$ cat src/rtl/e1fa_pkg.sv
package e1fa_pkg;

  // Alignment search and lock states
  typedef enum logic [1:0] {
    FA_SEARCH    = 2'd0,
    FA_WAIT_SVC  = 2'd1,
    FA_WAIT_WORD = 2'd2,
    FA_LOCKED    = 2'd3
  } fa_state_t;

  function automatic logic fa_is_locked(input fa_state_t s);
    return s == FA_LOCKED;
  endfunction

endpackage

$ cat src/rtl/e1fa_window.sv
// Sliding window over the most recent WORD_W received bits; the oldest bit is the MSB.
module e1fa_window #(
  parameter int WORD_W = 7
) (
  input  logic              clk,
  input  logic              rst_n,
  input  logic              din,
  output logic [WORD_W-1:0] win
);

  logic [WORD_W-2:0] hist;

  always_ff @(posedge clk or negedge rst_n) begin
    if (!rst_n) hist <= '0;
    else        hist <= {hist[WORD_W-3:0], din};
  end

  assign win = {hist, din};

endmodule

$ cat src/rtl/e1fa_position.sv
// Frame bit position counter with realignment load.
module e1fa_position #(
  parameter int FRAME_BITS = 256,
  parameter int PW         = 8,
  parameter int CHECK_POS  = 7,
  parameter int LOAD_POS   = 8
) (
  input  logic          clk,
  input  logic          rst_n,
  input  logic          realign,
  output logic [PW-1:0] pos,
  output logic          at_check,
  output logic          at_last
);

  localparam logic [PW-1:0] LAST_V  = PW'(FRAME_BITS - 1);
  localparam logic [PW-1:0] CHECK_V = PW'(CHECK_POS);
  localparam logic [PW-1:0] LOAD_V  = PW'(LOAD_POS);

  function automatic logic [PW-1:0] pos_advance(input logic [PW-1:0] p);
    if (p == LAST_V) return '0;
    return p + 1'b1;
  endfunction

  always_ff @(posedge clk or negedge rst_n) begin
    if (!rst_n)       pos <= '0;
    else if (realign) pos <= LOAD_V;
    else              pos <= pos_advance(pos);
  end

  assign at_check = (pos == CHECK_V);
  assign at_last  = (pos == LAST_V);

endmodule

$ cat src/rtl/e1fa_lock_ctrl.sv
// Search, confirmation and loss-of-lock state machine.
module e1fa_lock_ctrl
  import e1fa_pkg::*;
#(
  parameter int              WORD_W     = 7,
  parameter logic [WORD_W-1:0] FAS_WORD = 7'b0011011,
  parameter int              LOSS_COUNT = 3
) (
  input  logic              clk,
  input  logic              rst_n,
  input  logic [WORD_W-1:0] win,
  input  logic              at_check,
  input  logic              at_last,
  output fa_state_t         state,
  output logic              frame_fas,
  output logic              realign,
  output logic              word_err_evt,
  output logic              lock_evt,
  output logic              loss_evt
);

  localparam int EW = $clog2(LOSS_COUNT + 1);
  localparam logic [EW-1:0] ERR_LAST = EW'(LOSS_COUNT - 1);

  function automatic logic word_ok(input logic [WORD_W-1:0] w);
    return w == FAS_WORD;
  endfunction

  // Service word: its first bit (oldest in window) is a one
  function automatic logic svc_ok(input logic [WORD_W-1:0] w);
    return w[WORD_W-1];
  endfunction

  fa_state_t      state_n;
  logic [EW-1:0]  err_cnt;
  logic           word_check;

  assign word_check = fa_is_locked(state) && at_check && frame_fas;

  always_comb begin
    state_n      = state;
    realign      = 1'b0;
    lock_evt     = 1'b0;
    loss_evt     = 1'b0;
    word_err_evt = 1'b0;
    unique case (state)
      FA_SEARCH: begin
        if (word_ok(win)) begin
          realign = 1'b1;
          state_n = FA_WAIT_SVC;
        end
      end
      FA_WAIT_SVC: begin
        if (at_check) state_n = svc_ok(win) ? FA_WAIT_WORD : FA_SEARCH;
      end
      FA_WAIT_WORD: begin
        if (at_check) begin
          if (word_ok(win)) begin
            state_n  = FA_LOCKED;
            lock_evt = 1'b1;
          end else begin
            state_n = FA_SEARCH;
          end
        end
      end
      FA_LOCKED: begin
        if (word_check && !word_ok(win)) begin
          word_err_evt = 1'b1;
          if (err_cnt == ERR_LAST) begin
            loss_evt = 1'b1;
            state_n  = FA_SEARCH;
          end
        end
      end
      default: state_n = FA_SEARCH;
    endcase
  end

  always_ff @(posedge clk or negedge rst_n) begin
    if (!rst_n) begin
      state     <= FA_SEARCH;
      frame_fas <= 1'b0;
      err_cnt   <= '0;
    end else begin
      state <= state_n;
      if (lock_evt)                           frame_fas <= 1'b1;
      else if (fa_is_locked(state) && at_last) frame_fas <= ~frame_fas;
      if (lock_evt || loss_evt)               err_cnt <= '0;
      else if (word_check)                    err_cnt <= word_err_evt ? err_cnt + 1'b1 : '0;
    end
  end

endmodule

$ cat src/rtl/e1fa_pulses.sv
// Sync and fault pulse generation, including the unlocked periodic fault.
module e1fa_pulses
  import e1fa_pkg::*;
#(
  parameter int FRAME_BITS = 256
) (
  input  logic      clk,
  input  logic      rst_n,
  input  fa_state_t state,
  input  logic      at_last,
  input  logic      frame_fas,
  input  logic      word_err_evt,
  output logic      sync_pulse,
  output logic      fault_pulse,
  output logic      idle_tick
);

  localparam int IDLE_PERIOD = 2 * FRAME_BITS;
  localparam int IW = $clog2(IDLE_PERIOD);
  localparam logic [IW-1:0] IDLE_LAST = IW'(IDLE_PERIOD - 1);

  logic [IW-1:0] idle_cnt;
  logic          in_lock;

  assign in_lock    = fa_is_locked(state);
  assign idle_tick  = !in_lock && (idle_cnt == IDLE_LAST);
  assign sync_pulse = in_lock && at_last && !frame_fas;

  always_ff @(posedge clk or negedge rst_n) begin
    if (!rst_n) begin
      idle_cnt    <= '0;
      fault_pulse <= 1'b0;
    end else begin
      idle_cnt    <= in_lock ? '0 : idle_cnt + 1'b1;
      fault_pulse <= word_err_evt || idle_tick;
    end
  end

endmodule

$ cat src/rtl/e1fa_monitor.sv
// E1 frame alignment monitor, top level.
module e1fa_monitor
  import e1fa_pkg::*;
#(
  parameter int                BITS_PER_SLOT   = 8,
  parameter int                SLOTS_PER_FRAME = 32,
  parameter int                WORD_W          = 7,
  parameter logic [WORD_W-1:0] FAS_WORD        = 7'b0011011,
  parameter int                LOSS_COUNT      = 3
) (
  input  logic                                 clk,
  input  logic                                 rst_n,
  input  logic                                 rx_bit,
  output logic                                 sync_pulse,
  output logic                                 fault_pulse,
  output logic [$clog2(BITS_PER_SLOT)-1:0]     bit_cnt,
  output logic [$clog2(SLOTS_PER_FRAME)-1:0]   ts_cnt,
  output logic                                 locked
);

  localparam int FRAME_BITS = BITS_PER_SLOT * SLOTS_PER_FRAME;
  localparam int BW         = $clog2(BITS_PER_SLOT);
  localparam int TW         = $clog2(SLOTS_PER_FRAME);
  localparam int PW         = BW + TW;
  localparam int CHECK_POS  = WORD_W;
  localparam int LOAD_POS   = WORD_W + 1;

  logic [WORD_W-1:0] win;
  logic [PW-1:0]     pos;
  logic              at_check, at_last, realign, frame_fas;
  logic              word_err_evt, lock_evt, loss_evt, idle_tick;
  fa_state_t         state;

  e1fa_window #(.WORD_W(WORD_W)) u_win (
    .clk(clk), .rst_n(rst_n), .din(rx_bit), .win(win)
  );

  e1fa_position #(
    .FRAME_BITS(FRAME_BITS), .PW(PW), .CHECK_POS(CHECK_POS), .LOAD_POS(LOAD_POS)
  ) u_pos (
    .clk(clk), .rst_n(rst_n), .realign(realign),
    .pos(pos), .at_check(at_check), .at_last(at_last)
  );

  e1fa_lock_ctrl #(
    .WORD_W(WORD_W), .FAS_WORD(FAS_WORD), .LOSS_COUNT(LOSS_COUNT)
  ) u_lock (
    .clk(clk), .rst_n(rst_n), .win(win), .at_check(at_check), .at_last(at_last),
    .state(state), .frame_fas(frame_fas), .realign(realign),
    .word_err_evt(word_err_evt), .lock_evt(lock_evt), .loss_evt(loss_evt)
  );

  e1fa_pulses #(.FRAME_BITS(FRAME_BITS)) u_pulse (
    .clk(clk), .rst_n(rst_n), .state(state), .at_last(at_last),
    .frame_fas(frame_fas), .word_err_evt(word_err_evt),
    .sync_pulse(sync_pulse), .fault_pulse(fault_pulse), .idle_tick(idle_tick)
  );

  assign bit_cnt = pos[BW-1:0];
  assign ts_cnt  = pos[PW-1:BW];
  assign locked  = fa_is_locked(state);

endmodule

$ cat config.mk
export PLATFORM = sky130hd
export DESIGN_NAME = e1fa_monitor
export DESIGN_NICKNAME = d
export VERILOG_FILES = /design/src/rtl/e1fa_pkg.sv /design/src/rtl/e1fa_window.sv /design/src/rtl/e1fa_position.sv /design/src/rtl/e1fa_lock_ctrl.sv /design/src/rtl/e1fa_pulses.sv /design/src/rtl/e1fa_monitor.sv
export SDC_FILE = /design/constraint.sdc
export NUM_CORES = 1
export LEC_CHECK = 0
export BUFFER_PORTS_ARGS = -buffer_cell sky130_fd_sc_hd__buf_4
export CELL_PAD_IN_SITES_DETAIL_PLACEMENT = 0
export CELL_PAD_IN_SITES_GLOBAL_PLACEMENT = 1
export CORE_MARGIN = 10
export CORE_UTILIZATION = 40
export DETAILED_ROUTE_END_ITERATION = 16
export MAX_ROUTING_LAYER = met4
export PLACE_DENSITY = 0.8
export SLEW_MARGIN = 10
export SYNTH_ARGS = -nofsm -noshare
export SYNTH_HDL_FRONTEND = slang
export SYNTH_SLANG_ARGS = --single-unit
$ cat constraint.sdc
create_clock -name clk -period 1.4 [get_ports clk]
set_input_delay 0.21 -clock clk [delete_from_list [all_inputs] [get_ports clk]]
set_output_delay 0.21 -clock clk [all_outputs]
set_load 0.01 [all_outputs]
Yosys cells after proc, flatten, opt, wreduce, memory -nomap -nowiden
Index checks and enable logic that the tools add are counted.

operators by class
  bitwise logic cells = 1
  add/sub/neg operators = 3
  reductions and logical operators = 15
  multiplexer cells = 28
  equal/unequal tests = 13

operators with widths
  operator             number
  $mux 8               3
  $mux 2               10
  $mux 1               13
  $add 9x1->9 const B  1
  $eq 9x9->1 const B   1
  $mux 9               1
  $add 8x1->8 const B  1
  $eq 8x3->1 const B   1
  $eq 8x8->1 const B   1
  $pmux 2 s4           1
  $eq 7x5->1 const B   1
  $eq 2x2->1 const B   3
  $logic_and 1x1->1    6
  $ne 2x1->1 const B   3
  $reduce_and 5->1     1
  $ne 2x2->1 const B   2
  $reduce_bool 2->1    2
  $logic_not 1->1      3
  $add 2x1->2 const B  1
  $eq 2x1->1 const B   1
  $logic_not 2->1      1
  $logic_or 1x1->1     2
  $not 1->1            1

word-level totals
  output and inout port bits = 11
  register bits = 29

Depth between registers and ports, before layout
  depth in word-level cells = 9
  gate-level depth with buffers = 6
  mapped depth without buffers = 6

Modules after synthesis
Synthesis repeated with hierarchy kept, for this count alone.

unflattened totals
  cells, all modules = 136
  area total of the unflattened synthesis = 1435.1 µm²

by module, submodules not included
  module          cells an instance  times used  area an instance (µm²)
  e1fa_pulses     44                 1           454.2
  e1fa_lock_ctrl  44                 1           416.6
  e1fa_position   40                 1           400.4
  e1fa_window     7                  1           157.7
  e1fa_monitor    1                  1           6.3

Least setup slack after synthesis
OpenSTA, ideal clock, no wires.

  path type = flip-flop to flip-flop
  from = register u_pos.pos[0]
  to = register u_lock.frame_fas
  required time = 1334 ps
  clock period less this slack = 1573 ps
  path buffers = 0
  slack = -173 ps
  stages on the path, launching flop included = 5
  data arrival time = 1507 ps
  setup time = 66 ps
  cells stage by stage = dfrtp_1 -> ha_1 -> nand3_1 -> nor4_1 -> or3_1

between the ends
  longest elaborated chain between the ends = 4
  elaborated cells on any way between the ends = 7

ends and longest elaborated chain
  what                                         line                  text
  from (decl)                                  e1fa_position.sv:11   output logic [PW-1:0] pos,
  from (signal assigned)                       e1fa_position.sv:28   else pos <= pos_advance(pos);
  $eq 8x3->1                                   e1fa_position.sv:31   assign at_check = (pos == CHECK_V);
  $mux 1                                       e1fa_lock_ctrl.sv:57  if (at_check) begin
  $mux 1                                       e1fa_lock_ctrl.sv:46  unique case (state)
  $mux 1 or $reduce_bool 2->1 (tied branches)  --
  to (signal assigned)                         e1fa_lock_ctrl.sv:87  else if (fa_is_locked(state) && at_last) frame_fas <= ~frame_fas;
  to (decl)                                    e1fa_lock_ctrl.sv:15  output logic frame_fas,

Parallel ways exist; a longest one is shown, timed or not.
A chain may end at the register's enable or synchronous reset.

Worst setup path in the final report
  from = register u_pos.pos[6]
  to = output sync_pulse

between the ends
  longest elaborated chain between the ends = 3

ends and longest elaborated chain
  what                            line                 text
  $eq 8x8->1                      e1fa_position.sv:32  assign at_last = (pos == LAST_V);
  $logic_and 1x1->1 (2 in a row)  e1fa_pulses.sv:27    assign sync_pulse = in_lock && at_last && !frame_fas;
  to (decl)                       e1fa_monitor.sv:14   output logic sync_pulse,

No other way between the ends.

==> results.toml <==
[timing]
slew_viol_final = 0
rsz0062_at_grt = "true"
fin_skew_ps = 12.9
max_slew_margin = 0.757
hold_viol = 0
min_period_ps = 1770
setup_viol = 7
max_freq_mhz = 566
timing.final.crit_share = 1.26
setup_slack_ps = -366
tightest_slew_ps = 365

[synth]
yosysUniqueCellTypes = 33
synth_compound_area_frac = 0.0815
syn_inst = 124
yosys_warnings = 0
synth_top_area_cell = "dfrtp_1"
synth_top_family_by_area = "simple AND/OR/NAND/NOR gates"
ys_async_sr_fraction = 1.00
syn_area_sq_um = 1320
synth_area_leaders = "dfrtp_1, xor2_1, nor2_1"
syn-num-nets = 131
synth_top_area_share = 0.550
synth.most_common_cell = "dfrtp_1"
synth_area_per_cell_sq_um = 10.6
synth_edf_count = 0
synth_seq_cells = 29
synth_fa_ha_area_frac = 0.0379
synth_common_cells = "dfrtp_1, nor2_1, nand2_1"
synth_mux_area_frac = 0.0152
synth-simple-area-share = 0.242
synthXorXnorAreaFrac = 0.0597
ys.flop_type = "dfrtp_1"
yosysSeqAreaShare = 0.550

[grt]
antenna_found_initial = 0
grt_pass1_wl_mm = 5.15
grt-ovfl-total = 0
grt_pass1_vias = 1124
gr-usage-all-layers = 0.109
grt_max_degree = 30

[worst_setup_path]
slowest_stage = "dfrtp_1"
critPathKind = "reg -> out"
worst_ep_required_time_ps = 1190
rr_startpoint = "u_pos.pos[4]"
setup.worst_path.start_class = "register"
critical_path.most_common_cell = "buf_4"
worstSetupEndpointType = "primary output"
cp.arrival_ps = 1560
critical_path.startpoint = "u_pos.pos[6]"
path_cells = "nand4_1 > buf_4 > nor4_4 > buf_4"
critPathMaxFanout = 4
cpPeakStageDelay_ps = 470

[min_path]
hp-class = "in -> async"

[finish]
syn_to_final_growth_pct = 45.6
antenna_cells = 0
fin_util = 0.619
fin_cells = 221
fin_nets = 184
drive_gt1_frac = 0.390

[die]
start_util = 0.425
die_x_um = 77.4
ios = 14
die_h_um = 77.4
core_sq_um = 3100
std_cell_rows = 20
dieArea_sq_um = 6000

[drt]
via_count = 1129
route.detailed.drc = 0
wl_per_cell_um = 14.7
antenna_left = 0
initialDrtViolationCount = 67
via_per_inst = 5.11
wl_mm = 3.24
first_pass_iters = 4

[cts]
clk_pin_slew_ps = 90
cts_tree = "built"
cts.sinks = 29
cts-root-buf = "clkbuf_4"
clk_latency_ps = 330
htree_levels = 2
clk_path_buf_depth = 2
numCtsBuffers = 5

[pwr]
ir_drop_v = 0.000847
p_leak_nw = 0.905
powerDensity_nw_per_um2 = 1270

[place]
buffer_ports.inserted = 13
gp_congestion = 0.849
hpwl_mm = 2.18
dp.cells = 203

[status]
outcome = "finished, violations left"
violations = "setup timing"

[run]
drv_cap = 0
==> path summary, 6_finish.rpt <==
| path | slack [ps] | endpoint | cells past startpoint |
|---|---|---|---|
| worst max-delay path | -370 | sync_pulse | 4 |
| worst min-delay path | 330 | u_pulse.idle_cnt[7] | 2 |
| worst max register to register | -260 | u_lock.err_cnt[0] | 6 |
| worst min register to register | 390 | u_win.hist[2] | 0 |
| max in group asynchronous | 770 | u_pos.pos[4] | 2 |
| min in group clk | 390 | u_win.hist[2] | 0 |
==> sequential cells by signal, summed over array words and instances, names as in the netlist <==
signal,count
u_lock.err_cnt,2
u_lock.frame_fas,1
u_lock.state,2
u_pos.pos,8
u_pulse.fault_pulse,1
u_pulse.idle_cnt,9
u_win.hist,6
==> layout by cell type, fill, tap and decap left out, types with 2 or more instances in the layout <==
cell type and count:
a21oi_1 5, mux2i_1 2, a311oi_1 2, and2_1 3
nand2_1 8, xnor2_1 2, xor2_1 7, buf_6 8
ha_1 3, and3_1 3, or3_1 4, o21ai_0 4
dlygate4sd3_1 2, nor4_4 2, clkbuf_4 5, nor2b_1 2
nand3_1 6, nor2_1 15, buf_4 37, or2_4 2
nand4_1 3, dfrtp_1 26, inv_1 3, dfrtp_2 3
==> worst max-delay path: cells and delay by family (launching register included) <==
kind | cells | cell delay (ps)
DFF | 1 | 470
and+or+nand+nor | 2 | 390
buffers and inverters | 2 | 380
==> report_power, final <==
| part | switching [mW] | total, mW | internal (mW) |
|---|---|---|---|
| sequential | 0.130 | 1.08 | 0.947 |
| combinational | 0.365 | 0.861 | 0.496 |
| clock | 0.274 | 0.511 | 0.236 |
| total | 0.769 | 2.45 | 1.68 |
==> cell families (layout without fill, tap and decap cells) <==
group / count (synthesis) / after routing
AOI/OAI and AO/OA: 17 / 17
xor gates and xnor gates: 9 / 9
adders and majority gates: 4 / 4
buffers and inverters: 5 / 58
DFF: 29 / 29
muxes: 2 / 2
and+or+nand+nor: 58 / 58
==> stage by stage <==
step | TNS [ps] | hold slack, ps | instance area (sq um) | power (mW) | worst slack [ps]
floorplan | -107 | -85.6 | 1340 | 1.33 | -37.4
global placement | -99.8 | 145 | 1660 | 1.75 | -47.6
detailed placement | -206 | 153 | 1660 | 1.77 | -77.0
CTS | -508 | 332 | 1820 | 2.35 | -341
global route | -2080 | 349 | 1920 | 2.59 | -440
finish | -1450 | 328 | 1920 | 2.45 | -366
==> routing by layer <==
layer	vias to the layer above	global-route usage	routed length (um)
met1	551	0.121	1400
met2	29	0.173	1590
met4	0	0.0493	74
met5	-	-	0
met3	9	0.0392	176
li1	540	-	-
==> final cells by class <==
type                    instances  area, sq um
fillers                       269         1180
flip-flops and latches         29          729
multi-input cells              90          677
repair buffers                 47          388
clock buffers                   7         55.1
well taps                      44         55.1
inverters                       4         17.5
==> timing repair <==
action,CTS,global route
hold buffers,2,0
gates resized for setup,11,16
buffers inserted,4,5
hold endpoints to repair,30,0
gates cloned,0,0
pin swaps,3,6
endpoints found under the setup margin,8,16
Power figures use the tool's default switching activity.
